--- config.mk ---
export PLATFORM = sky130hd
export DESIGN_NAME = gpio_irq_bank
export DESIGN_NICKNAME = d
export VERILOG_FILES = /design/src/rtl/gpio_bank_pkg.sv /design/src/rtl/gpio_sync.sv /design/src/rtl/gpio_irq_detect.sv /design/src/rtl/gpio_regfile.sv /design/src/rtl/gpio_irq_bank.sv
export SDC_FILE = /design/constraint.sdc
export NUM_CORES = 1
export LEC_CHECK = 0
export BUFFER_PORTS_ARGS = -buffer_cell sky130_fd_sc_hd__buf_2
export CORE_ASPECT_RATIO = 1.4
export CORE_MARGIN = 2
export CORE_UTILIZATION = 50
export CTS_CLUSTER_DIAMETER = 30
export DETAILED_ROUTE_END_ITERATION = 8
export PLACE_DENSITY = 0.77
export SLEW_MARGIN = 0
export SYNTH_ARGS = -nofsm -noshare
export SYNTH_HDL_FRONTEND = slang
export SYNTH_HIERARCHICAL = 1
export SYNTH_SLANG_ARGS = --single-unit
--- constraint.sdc ---
create_clock -name clk -period 1.44 [get_ports clk]
set_input_delay 0.216 -clock clk [delete_from_list [all_inputs] [get_ports clk]]
set_output_delay 0.216 -clock clk [all_outputs]
set_load 0.005 [all_outputs]
--- src/rtl/gpio_bank_pkg.sv ---
package gpio_bank_pkg;
  localparam logic [7:0] OFF_VALUE  = 8'h00;
  localparam logic [7:0] OFF_DIR    = 8'h04;
  localparam logic [7:0] OFF_IRQ_EN = 8'h08;
  localparam logic [7:0] OFF_SEL_A  = 8'h0C;
  localparam logic [7:0] OFF_SEL_B  = 8'h10;
  localparam logic [7:0] OFF_SEL_C  = 8'h14;
  localparam logic [7:0] OFF_STATUS = 8'h18;
  localparam logic [7:0] OFF_LATCH  = 8'h1C;

  typedef enum logic [2:0] {
    DET_FALL,
    DET_RISE,
    DET_BOTH,
    DET_LVL_LO,
    DET_LVL_HI
  } det_mode_e;

  function automatic det_mode_e decode_mode(input logic sel_a, input logic sel_b,
                                            input logic sel_c);
    if (sel_b)      return sel_a ? DET_LVL_HI : DET_LVL_LO;
    else if (sel_c) return DET_BOTH;
    else            return sel_a ? DET_RISE : DET_FALL;
  endfunction

  function automatic logic detect_hit(input det_mode_e mode, input logic cur,
                                      input logic prev);
    case (mode)
      DET_RISE:   return cur & ~prev;
      DET_FALL:   return ~cur & prev;
      DET_BOTH:   return cur ^ prev;
      DET_LVL_HI: return cur;
      DET_LVL_LO: return ~cur;
      default:    return 1'b0;
    endcase
  endfunction
endpackage

--- src/rtl/gpio_sync.sv ---
module gpio_sync #(
  parameter int WIDTH  = 32,
  parameter int STAGES = 2
) (
  input  logic             clk,
  input  logic             rst,
  input  logic [WIDTH-1:0] async_in,
  output logic [WIDTH-1:0] sync_out
);
  logic [WIDTH-1:0] chain_q [STAGES];

  for (genvar s = 0; s < STAGES; s++) begin : g_stage
    always_ff @(posedge clk) begin
      if (rst) chain_q[s] <= '0;
      else if (s == 0) chain_q[s] <= async_in;
      else chain_q[s] <= chain_q[(s == 0) ? 0 : s-1];
    end
  end

  assign sync_out = chain_q[STAGES-1];
endmodule

--- src/rtl/gpio_irq_detect.sv ---
module gpio_irq_detect
  import gpio_bank_pkg::*;
#(
  parameter int NPINS = 32
) (
  input  logic             clk,
  input  logic             rst,
  input  logic [NPINS-1:0] smp,
  input  logic [NPINS-1:0] sel_a,
  input  logic [NPINS-1:0] sel_b,
  input  logic [NPINS-1:0] sel_c,
  input  logic [NPINS-1:0] clr,
  output logic [NPINS-1:0] status
);
  logic [NPINS-1:0] prev_q;
  logic [NPINS-1:0] hit;
  logic [NPINS-1:0] status_q;

  always_ff @(posedge clk) begin
    if (rst) prev_q <= '0;
    else     prev_q <= smp;
  end

  for (genvar i = 0; i < NPINS; i++) begin : g_pin
    det_mode_e mode;
    always_comb begin
      mode   = decode_mode(sel_a[i], sel_b[i], sel_c[i]);
      hit[i] = detect_hit(mode, smp[i], prev_q[i]);
    end

    always_ff @(posedge clk) begin
      if (rst) status_q[i] <= 1'b0;
      else     status_q[i] <= (status_q[i] & ~clr[i]) | hit[i];
    end
  end

  assign status = status_q;
endmodule

--- src/rtl/gpio_regfile.sv ---
module gpio_regfile
  import gpio_bank_pkg::*;
#(
  parameter int NPINS = 32,
  parameter int AW    = 8
) (
  input  logic             clk,
  input  logic             rst,
  input  logic             wr_en,
  input  logic             rd_en,
  input  logic [AW-1:0]    addr,
  input  logic [NPINS-1:0] wdata,
  input  logic [NPINS-1:0] smp,
  input  logic [NPINS-1:0] status,
  output logic [NPINS-1:0] rdata,
  output logic [NPINS-1:0] latch,
  output logic [NPINS-1:0] dir,
  output logic [NPINS-1:0] irq_en,
  output logic [NPINS-1:0] sel_a,
  output logic [NPINS-1:0] sel_b,
  output logic [NPINS-1:0] sel_c,
  output logic [NPINS-1:0] clr
);
  always_ff @(posedge clk) begin
    if (rst) begin
      latch  <= '0;
      dir    <= '0;
      irq_en <= '0;
      sel_a  <= '0;
      sel_b  <= '0;
      sel_c  <= '0;
    end else if (wr_en) begin
      case (addr)
        AW'(OFF_VALUE):  latch  <= wdata;
        AW'(OFF_DIR):    dir    <= wdata;
        AW'(OFF_IRQ_EN): irq_en <= wdata;
        AW'(OFF_SEL_A):  sel_a  <= wdata;
        AW'(OFF_SEL_B):  sel_b  <= wdata;
        AW'(OFF_SEL_C):  sel_c  <= wdata;
        default: ;
      endcase
    end
  end

  always_comb begin
    clr = '0;
    if (wr_en && addr == AW'(OFF_STATUS)) clr = wdata;
  end

  always_ff @(posedge clk) begin
    if (rst) rdata <= '0;
    else if (rd_en) begin
      case (addr)
        AW'(OFF_VALUE):  rdata <= smp;
        AW'(OFF_DIR):    rdata <= dir;
        AW'(OFF_IRQ_EN): rdata <= irq_en;
        AW'(OFF_SEL_A):  rdata <= sel_a;
        AW'(OFF_SEL_B):  rdata <= sel_b;
        AW'(OFF_SEL_C):  rdata <= sel_c;
        AW'(OFF_STATUS): rdata <= status;
        AW'(OFF_LATCH):  rdata <= latch;
        default:         rdata <= '0;
      endcase
    end
  end
endmodule

--- src/rtl/gpio_irq_bank.sv ---
module gpio_irq_bank #(
  parameter int NPINS       = 32,
  parameter int AW          = 8,
  parameter int SYNC_STAGES = 2
) (
  input  logic             clk,
  input  logic             rst,
  input  logic             wr_en,
  input  logic             rd_en,
  input  logic [AW-1:0]    addr,
  input  logic [NPINS-1:0] wdata,
  output logic [NPINS-1:0] rdata,
  input  logic [NPINS-1:0] pin_in,
  output logic [NPINS-1:0] pin_out,
  output logic [NPINS-1:0] pin_oe,
  output logic             irq
);
  logic [NPINS-1:0] smp, status, latch, dir, irq_en;
  logic [NPINS-1:0] sel_a, sel_b, sel_c, clr;
  logic             irq_q;

  gpio_sync #(.WIDTH(NPINS), .STAGES(SYNC_STAGES)) u_sync (
    .clk(clk), .rst(rst), .async_in(pin_in), .sync_out(smp)
  );

  gpio_regfile #(.NPINS(NPINS), .AW(AW)) u_regs (
    .clk(clk), .rst(rst), .wr_en(wr_en), .rd_en(rd_en), .addr(addr),
    .wdata(wdata), .smp(smp), .status(status), .rdata(rdata),
    .latch(latch), .dir(dir), .irq_en(irq_en), .sel_a(sel_a),
    .sel_b(sel_b), .sel_c(sel_c), .clr(clr)
  );

  gpio_irq_detect #(.NPINS(NPINS)) u_det (
    .clk(clk), .rst(rst), .smp(smp), .sel_a(sel_a), .sel_b(sel_b),
    .sel_c(sel_c), .clr(clr), .status(status)
  );

  always_ff @(posedge clk) begin
    if (rst) irq_q <= 1'b0;
    else     irq_q <= |(status & irq_en);
  end

  assign pin_out = latch;
  assign pin_oe  = dir;
  assign irq     = irq_q;
endmodule

==> impl_results.md <==
- Status: complete, no violations
- Synth Flop Type: dfxtp_1
- Antenna-violating nets left: 0
- Post-synth cell types: 46
- Final WS setup: 0.01264 ns
- Post-DP HPWL: 37480 um
- Worst setup skew after layout: 0.02561 ns
- Worst-margin pin slew: 0.4131 ns
- Final core occ: 64.79%
- RSZ-0062 raised after global routing: no
- PortBufs: 172
- Met1 Track Usage GR: 35.06%
- RD Place Congestion: 0.9179
- CTS tree: yes
- Bufs and invs on worst path: 0
- Area grow syn2layout: 27.16%
- Met3 Usage GRT: 5.630%
- Clock Tree Buf Depth: 3
- Req. time, crit path: 1.89 ns
- Drt total wl: 56400 um
- Reg power frac: 39.4%
- Critical Path Slowest Stage Cell: o41a_1
- Cell area after layout: 21580 um2
- Initial antenna violation count: 1
- Final min period: 1.427 ns
- Worst Setup Start Kind: register
- Die footprint: 35450 um2
- DR vias: 16150
- GR peak layer: met2
- Clk slew on worst S/H paths: 0.06 ns
- CP cell instances: a22oi_1 > nand4_1 > o41a_1
- Post-synthesis instance total: 1986
- Initial Util: 50.95%
- Clk pwr share: 54.7%
- Met2 Use GR: 52.66%
- Rel. slew slack: 72.37%
- Worst Hold Class: primary input to register
- Setup violations, final: 0
- Number of enable flip-flop cells after synthesis: 0
- Postcts setup bufs: 0
- Post-layout nets: 2399
- Crit path largest cell delay: 0.48 ns
- Worst setup EP type: register
- Die width: 159.7 um
- Syn nets: 2126
- Combinational power share: 6.0%
- Syn_area_per_cell: 8.545 um2
- Pre-CTS setup slack: -0.3324 ns
- Via/cell ratio: 5.872
- CTS root buf: clkbuf_16
- Internal power: 19.25 mW
- Clk Latency, worst-skew pair: 0.60 ns
- Core area: 33310 um2
- Clk sink count: 353
- H-tree levels: 2
- Drt pass-1 iters: 6
- Most common cell after layout, fill and taps aside: nand2_1
- IO Count: 173
- Sequential-to-total area share from yosys stat: 41.64%
- Final Max Tran Viols: 0
- DRT iter0 DRCs: 1711
- Max rail drop VDD: 1374 uV
- Synth Warn #: 6
- Vias in the first global route: 16410
- Pwr/cell area: 1184 nW/um2
- Post-route DRC: 0
- Critical path's top delay family: compound AO/OA/AOI/OAI gates
- Most frequent cells in the layout: nand2_1, dfxtp_1, a21oi_1
- Critical path arrival: 1.88 ns
- CP Class: register to register
- FFs w/ async S/R, synth: 0%
- Die Y: 222.0 um
- Total CTS buffers: 57
- Post-Syn Area: 16970 um2
- Final hold viol count: 0
- Area after DPL: 18950 um2
- Leakage power: 8.758 nW
- First-pass GRT wire length: 87690 um
- Overflow left after global routing: 0
- Global Route Usage Sum: 30.91%
- Sw power: 6.310 mW
- Tcrit/Tclk final: 99.12%
- Yosys reg bits: 353
- Max_cap viols: 0
- Share of cells above drive strength 1: 23.63%
- # rows: 79
- Sw Share: 24.69%
- Largest net degree at the start of global routing: 41
- N_diodes: 0
- Wire length per cell: 20.50 um
- FMAX: 700.6 MHz
- Crit path max fanout: 3
[layer usage]
| layer | up-vias | routed length (um) | part of all wire [%] |
|---|---|---|---|
| li1 | 7330 | - | - |
| met4 | 2 | 3940 | 7.0 |
| met3 | 267 | 4998 | 8.9 |
| met1 | 7651 | 20360 | 36 |
| met2 | 903 | 27090 | 48 |
| met5 | - | 13 | 0.023 |
[worst paths after layout]
kind | start | to | slack (ns) | cells after the start
max | u_det/status[24] | irq | 0.01 | 3
max reg2reg | u_det/status[24] | irq | 0.01 | 3
min reg2reg | u_sync/chain_q[0][16] | u_sync/chain_q[1][16] | 0.43 | 1
min | wdata[17] | u_regs/dir[17] | 0.05 | 4
[state kept, by name (all words and copies together) (netlist names)]
name and cells:
irq 1, u_det/prev_q 32, u_det/status 32, u_regs/dir 32
u_regs/irq_en 32, u_regs/latch 32, u_regs/rdata 32, u_regs/sel_a 32
u_regs/sel_b 32, u_regs/sel_c 32, u_sync/chain_q 64
[synth_stat cells, types with 3 or more instances]
cell type | n | area [um2]
buf_6 | 16 | 180.2
nor2_1 | 64 | 240.2
clkbuf_2 | 9 | 45.04
o2bb2ai_2 | 30 | 450.4
nand4_1 | 6 | 37.54
nand2_1 | 415 | 1558
mux2_2 | 33 | 371.6
o21ai_0 | 31 | 155.2
and2_1 | 34 | 212.7
and3_1 | 98 | 613.1
and4_1 | 3 | 26.28
nor2b_1 | 68 | 425.4
a211oi_2 | 7 | 87.58
buf_2 | 36 | 180.2
a211oi_1 | 25 | 187.7
a21oi_1 | 257 | 1286
ha_1 | 64 | 800.8
dfxtp_1 | 353 | 7067
buf_4 | 13 | 97.59
inv_1 | 65 | 244.0
xnor2_1 | 32 | 280.3
a311oi_1 | 31 | 271.5
a22oi_1 | 15 | 112.6
nand3_1 | 5 | 25.02
mux2i_1 | 31 | 310.3
buf_8 | 3 | 45.04
o31ai_1 | 31 | 232.7
o21ai_1 | 33 | 165.2
a22o_1 | 32 | 280.3
nor2b_2 | 60 | 525.5
clkbuf_1 | 69 | 259.0
[cell families after synthesis]
| family | Yosys count | share of synthesized area [%] |
|---|---|---|
| DFF | 353 | 41.64 |
| buffers and inverters | 212 | 6.274 |
| adders and majority gates | 64 | 4.718 |
| AOI/OAI and AO/OA | 496 | 19.26 |
| muxes | 65 | 4.151 |
| and+or+nand+nor | 764 | 22.30 |
| xor gates and xnor gates | 32 | 1.651 |
[through the flow]
stage	setup TNS [ns]	total power, mW	hold slack, ns	std cells
after CTS	0	25.57	0.03856	2751
final	0	25.56	0.04626	2751
after detailed placement	-66.87	11.60	0.4216	2581
after global routing	0	26.20	0.05386	2751
after global placement	-58.84	11.56	0.4181	2581
after floorplan	0	10.94	0.3442	1986
[area by class of cell]
cell class	count	area, um2
Inverter	65	244.0
Sequential cell	353	7073
Multi-Input combinational cell	1421	8857
Timing Repair Buffer	361	2863
Clock buffer	64	1473
Tap cell	445	556.8
Fill cell	2596	11730
Clock inverter	42	514.2
[power by group through the flow]
stage / Combinational [mW] / Clock, mW / Sequential [mW]
floorplan: 0.741 / 0 / 10.2
global placement: 1.30 / 0 / 10.3
detailed placement: 1.34 / 0 / 10.3
CTS: 1.49 / 14.0 / 10.1
global route: 1.62 / 14.5 / 10.1
finish: 1.53 / 14.0 / 10.1
[worst min-delay path, stage by stage]
cell and delay (ns):
buf_2 0.12, buf_4 0.16, nand2_1 0.06, a21oi_1 0.05
[repair_timing]
action,4_1_cts,5_1_grt
hold endpoints to repair,220,0
setup endpoints to repair,0,5
hold buffers,64,0
gates resized for setup,0,5
Power figures use the tool's default switching activity.
